### src/rtl/txcs_pkg.sv
package txcs_pkg;

    // Transmit phase as seen by the monitor.
    typedef enum logic [1:0] {
        PH_IDLE     = 2'd0,
        PH_PREAMBLE = 2'd1,
        PH_BODY     = 2'd2,
        PH_HALTED   = 2'd3
    } tx_phase_e;

    // Phase strobes from the transmitter, bundled.
    typedef struct packed {
        logic sof;
        logic pre_end;
        logic eof;
    } phase_strobes_t;

    // Status bundle driven by the flag stage.
    typedef struct packed {
        logic abort;
        logic crc_inhibit;
        logic lost_carr;
    } mon_status_t;

    // Preamble-end check: carrier must have been latched or be present now.
    function automatic logic preamble_fault(input logic mon, input logic seen, input logic cs);
        return mon && !(seen || cs);
    endfunction

    // Body check: carrier must stay present.
    function automatic logic body_fault(input logic mon, input logic cs);
        return mon && !cs;
    endfunction

endpackage

### src/rtl/txcs_crs_sync.sv
module txcs_crs_sync #(
    parameter int STAGES = 2
) (
    input  logic clk,
    input  logic rst,
    input  logic crs_i,
    output logic crs_o
);

    generate
        if (STAGES == 0) begin : g_bypass
            assign crs_o = crs_i;
        end else begin : g_chain
            logic [STAGES-1:0] q;
            always_ff @(posedge clk) begin
                if (rst) q[0] <= 1'b0;
                else     q[0] <= crs_i;
            end
            for (genvar i = 1; i < STAGES; i++) begin : g_stage
                always_ff @(posedge clk) begin
                    if (rst) q[i] <= 1'b0;
                    else     q[i] <= q[i-1];
                end
            end
            assign crs_o = q[STAGES-1];
        end
    endgenerate

endmodule

### src/rtl/txcs_phase_fsm.sv
module txcs_phase_fsm
    import txcs_pkg::*;
(
    input  logic           clk,
    input  logic           rst,
    input  phase_strobes_t strb_i,
    input  logic           mon_en_i,
    input  logic           crs_s_i,
    output logic           fault_o,
    output tx_phase_e      phase_o
);

    tx_phase_e phase_q, phase_d;
    logic      seen_q, seen_d;
    logic      fault_d;

    always_comb begin
        phase_d = phase_q;
        seen_d  = seen_q;
        fault_d = 1'b0;
        if (strb_i.sof) begin
            phase_d = PH_PREAMBLE;
            seen_d  = 1'b0;
        end else begin
            unique case (phase_q)
                PH_PREAMBLE: begin
                    if (strb_i.eof) begin
                        phase_d = PH_IDLE;
                    end else if (strb_i.pre_end) begin
                        if (preamble_fault(mon_en_i, seen_q, crs_s_i)) begin
                            fault_d = 1'b1;
                            phase_d = PH_HALTED;
                        end else begin
                            phase_d = PH_BODY;
                        end
                    end else begin
                        seen_d = seen_q | crs_s_i;
                    end
                end
                PH_BODY: begin
                    if (strb_i.eof) begin
                        phase_d = PH_IDLE;
                    end else if (body_fault(mon_en_i, crs_s_i)) begin
                        fault_d = 1'b1;
                        phase_d = PH_HALTED;
                    end
                end
                PH_HALTED: begin
                    if (strb_i.eof) phase_d = PH_IDLE;
                end
                default: phase_d = PH_IDLE;
            endcase
        end
    end

    always_ff @(posedge clk) begin
        if (rst) begin
            phase_q <= PH_IDLE;
            seen_q  <= 1'b0;
        end else begin
            phase_q <= phase_d;
            seen_q  <= seen_d;
        end
    end

    assign fault_o = fault_d;
    assign phase_o = phase_q;

endmodule

### src/rtl/txcs_status.sv
module txcs_status
    import txcs_pkg::*;
(
    input  logic        clk,
    input  logic        rst,
    input  logic        fault_i,
    input  logic        sof_i,
    input  logic        restart_i,
    output mon_status_t stat_o
);

    mon_status_t stat_q;

    always_ff @(posedge clk) begin
        if (rst) begin
            stat_q <= '0;
        end else begin
            stat_q.abort <= fault_i;
            if (fault_i)    stat_q.crc_inhibit <= 1'b1;
            else if (sof_i) stat_q.crc_inhibit <= 1'b0;
            if (fault_i)        stat_q.lost_carr <= 1'b1;
            else if (restart_i) stat_q.lost_carr <= 1'b0;
        end
    end

    assign stat_o = stat_q;

endmodule

### src/rtl/txcs_monitor.sv
module txcs_monitor
    import txcs_pkg::*;
#(
    parameter int SYNC_STAGES = 2
) (
    input  logic clk,
    input  logic rst,
    input  logic mon_en,
    input  logic crs,
    input  logic tx_sof,
    input  logic tx_pre_end,
    input  logic tx_eof,
    input  logic tx_restart,
    output logic abort_o,
    output logic crc_inhibit_o,
    output logic lost_carr_o
);

    logic           crs_s;
    logic           fault;
    tx_phase_e      phase;
    phase_strobes_t strb;
    mon_status_t    stat;

    assign strb = '{sof: tx_sof, pre_end: tx_pre_end, eof: tx_eof};

    txcs_crs_sync #(.STAGES(SYNC_STAGES)) u_sync (
        .clk   (clk),
        .rst   (rst),
        .crs_i (crs),
        .crs_o (crs_s)
    );

    txcs_phase_fsm u_fsm (
        .clk      (clk),
        .rst      (rst),
        .strb_i   (strb),
        .mon_en_i (mon_en),
        .crs_s_i  (crs_s),
        .fault_o  (fault),
        .phase_o  (phase)
    );

    txcs_status u_stat (
        .clk       (clk),
        .rst       (rst),
        .fault_i   (fault),
        .sof_i     (tx_sof),
        .restart_i (tx_restart),
        .stat_o    (stat)
    );

    assign abort_o       = stat.abort;
    assign crc_inhibit_o = stat.crc_inhibit;
    assign lost_carr_o   = stat.lost_carr;

endmodule

### config.mk
export PLATFORM = sky130hd
export DESIGN_NAME = txcs_monitor
export DESIGN_NICKNAME = d
export VERILOG_FILES = /design/src/rtl/txcs_pkg.sv /design/src/rtl/txcs_crs_sync.sv /design/src/rtl/txcs_phase_fsm.sv /design/src/rtl/txcs_status.sv /design/src/rtl/txcs_monitor.sv
export SDC_FILE = /design/constraint.sdc
export NUM_CORES = 1
export LEC_CHECK = 0
export BUFFER_PORTS_ARGS = -buffer_cell sky130_fd_sc_hd__buf_2
export CAP_MARGIN = 0
export CORE_AREA = 2 2 39 41
export DETAILED_ROUTE_END_ITERATION = 6
export DIE_AREA = 0 0 41 43
export PLACE_DENSITY = 0.61
export SYNTH_ARGS = -nofsm -noshare
export SYNTH_HDL_FRONTEND = slang
export SYNTH_HIERARCHICAL = 1
export SYNTH_SLANG_ARGS = --single-unit
### constraint.sdc
create_clock -name clk -period 3 [get_ports clk]
set_input_delay 0 -clock clk [delete_from_list [all_inputs] [get_ports clk]]
set_output_delay 0 -clock clk [all_outputs]
set_load 0.05 [all_outputs]
==> impl_metrics.yaml <==
run_status:
  status: "finished clean"
yosys:
  netlist_instances: 41
  netlist_area_um2: 398
  ys_types: 18
  synthTopCellsByArea: "dfxtp_1 (40%), ha_1 (9.4%), a211oi_4 (5.0%)"
  ys_seq_area_frac: 0.403
  syn-num-nets: 52
  synth-seq-cells: 8
  avgSynthCellArea_um2: 9.70
  async_flop_share: 0
  yosys.area.top_type: "dfxtp_1"
  synth_warnings: 6
  synth_edf_count: 0
  synth_ff_type: "dfxtp_1"
  yosysTopAreaCellShare: 0.403
routing:
  totalWireLength_um: 723
  drc: 0
  wl_per_cell_um: 9.90
  drt_iter0_markers: 8
  drtAntennaViolNets: 0
  vias: 333
  drt_first_pass_iters: 4
  vias_per_cell: 4.56
setup_path:
  timing.rr.end: "u_fsm/phase_o[1]$_SDFFE_PP0P_"
  worstSetupStartpointType: "flip-flop"
  crit_buf_inv: 2
  cp_max_fo: 4
  end_kind: "flip-flop"
  worst-setup-path-type: "reg2reg"
  path_delay_family: "buffers and inverters"
  cp_slowest_stage_delay_ns: 0.54
  r2r_start: "u_fsm/phase_o[1]$_SDFFE_PP0P_"
  rrSetupSlack_ns: 1.0
  reg2reg_depth: 7
  worstPathRequired_ns: 3.13
  path_cells: "inv_1 -> ha_1 -> nor2b_4 -> a211oi_4 -> mux2i_1 -> nor4_2 -> dlygate4sd3_1"
  critical-path-slowest-cell: "dlygate4sd3_1"
  worstPathArrival_ns: 2.13
timing:
  slew_viol_final: 0
  worst_slew_pin_slew_ns: 0.250
  post-route-period-util: 0.667
  final-setup-viol-count: 0
  fin_skew_ns: 0.00586
  finalSetupTns_ns: 0
  setup_slack_ns: 0.999
  rsz0062_at_grt: "no"
  max_slew_margin: 0.833
  hold_viol: 0
  min_period_ns: 2.00
  max_freq_mhz: 500
grt:
  grt_max_degree: 9
  grt_antenna_before_repair: 0
  grt_pass1_wl_mm: 1.25
  groute.usage.overall: 0.107
  gr-total-overflow: 0
  grt_pass1_vias: 322
final_layout:
  nNetsFinal: 70
  fin_util: 0.376
  syn_to_final_growth_pct: 30.8
  seqCellArea_um2: 160
  drive_gt1_frac: 0.316
  antennaDiodeCount: 0
  fillCellCount: 142
  multi_input_area_um2: 223
hold_path:
  hold_path.startpoint: "rst"
  worstHoldEndpoint: "u_stat/stat_o[2]$_SDFF_PP0_"
  hold_depth: 2
  hold_path_class: "in2reg"
floorplan:
  initial_core_util: 0.288
  num_rows: 14
  coreArea_um2: 1380
  dieArea_um2: 1760
  die_w_um: 41
  fp.dieH_um: 43
  io_pins: 11
clocking:
  cts.path.max_buffers: 2
  cts_sinks: 8
  clkTransAtPathRegs_ns: 0.06
  cts-root-buf: "clkbuf_4"
  clock_latency_ns: 0.25
  postCtsSetupRepairBufs: 0
  numCtsBuffers: 3
  h-tree-depth: 1
  cts_tree: "yes"
placement:
  place_ws_ns: 1.35
  hpwl_um: 556
  portBuffers: 10
  place.gp.congestion: 0.647
flow_run:
  drv_cap: 0
pwr:
  irDropWorstVdd_uv: 227
  power_density_nw_per_um2: 422
  p_leak_nw: 0.226
## worst max path at each step
stage | from | end | slack [ns] | depth (start not counted)
3_3_place_gp | u_fsm/phase_o[0]$_SDFFE_PP0P_ | u_stat/stat_o[1]$_SDFFE_PP0P_ | 1.39 | 6
3_5_place_dp | u_fsm/phase_o[0]$_SDFFE_PP0P_ | u_stat/stat_o[0]$_SDFFE_PP0P_ | 1.35 | 6
5_1_grt | u_fsm/phase_o[1]$_SDFFE_PP0P_ | u_fsm/phase_o[1]$_SDFFE_PP0P_ | 0.84 | 7
6_report | u_fsm/phase_o[1]$_SDFFE_PP0P_ | u_fsm/phase_o[1]$_SDFFE_PP0P_ | 1.0 | 7
4_1_cts | u_fsm/phase_o[1]$_SDFFE_PP0P_ | u_fsm/phase_o[1]$_SDFFE_PP0P_ | 0.99 | 7
2_1_floorplan | u_fsm/phase_o[0]$_SDFFE_PP0P_ | u_stat/stat_o[0]$_SDFFE_PP0P_ | 1.50 | 6
## synthesized netlist by cell type, types with 2 or more instances
| master | n |
|---|---|
| dfxtp_1 | 8 |
| nand2b_1 | 2 |
| inv_1 | 4 |
| nor2b_1 | 3 |
| a21oi_1 | 4 |
| nor2_1 | 5 |
| ha_1 | 3 |
| nor3_1 | 2 |
## registers in the layout, summed over array words and instances (netlist names)
signal and cells:
u_fsm/phase_o 2, u_fsm/seen_q 1, u_stat/stat_o 3, u_sync/crs_o 1
u_sync/g_chain.q 1
## power breakdown
| part | internal [W] | switching [W] | leakage, nW |
|---|---|---|---|
| clock network | 0.0000458 | 0.0000362 | 0.0138 |
| logic | 0.0000142 | 0.0000134 | 0.147 |
| registers | 0.000109 | 0.00000162 | 0.0652 |
## area by class of cell
type,instances,area share
clock buffers,3,0.0433
inverters,4,0.0288
multi-input cells,29,0.428
flip-flops and latches,8,0.308
well taps,16,0.0385
repair buffers,13,0.154
## metrics by stage
stage	hold WS, ns	cells	power (W)	instance area [µm²]
5_1_grt	0.0235	73	0.000232	520
3_3_place_gp	0.218	67	0.000138	468
4_1_cts	0.0196	73	0.000223	520
3_5_place_dp	0.223	67	0.000138	468
6_report	0.0206	73	0.000220	520
2_1_floorplan	0.0667	41	0.000127	398
## metal layers
metal | GRT usage | vias to the layer above | wire length [µm] | part of all wire
met5 | 0 | - | 0 | 0
li1 | - | 173 | - | -
met1 | 0.141 | 150 | 340 | 0.47
met2 | 0.141 | 8 | 333 | 0.46
met4 | 0.100 | 0 | 11 | 0.015
met3 | 0.0157 | 2 | 38 | 0.053
## placed cells by master (no fill, tap or decap), drive strengths merged
master / instances
a211oi: 1
a21oi: 4
a31oi: 1
buf: 10
clkbuf: 3
dfxtp: 8
dlygate4sd3: 3
ha: 3
inv: 4
mux2i: 1
nand2: 1
nand2b: 3
nor2: 5
nor2b: 4
nor3: 2
nor4: 2
o221a: 1
or4: 1
## logic make-up after synthesis
group           share of synthesized area
compound gates                      0.145
fa+ha+maj                          0.0943
buf+inv                            0.0377
flops                               0.403
mux                                0.0252
simple gates                        0.296
## worst register-to-register path, stage by stage (launching register included)
cell           delay, ns
dfxtp_1             0.37
inv_1               0.06
ha_1                0.21
nor2b_4             0.14
a211oi_4            0.27
mux2i_1             0.26
nor4_2              0.05
dlygate4sd3_1       0.54
## repair_timing
| action | 4_1_cts | 5_1_grt |
|---|---|---|
| hold endpoints to repair | 3 | 0 |
| hold buffers | 3 | 0 |
| gates resized for setup | 0 | 0 |
No activity file was read; power rests on OpenSTA's default activity.
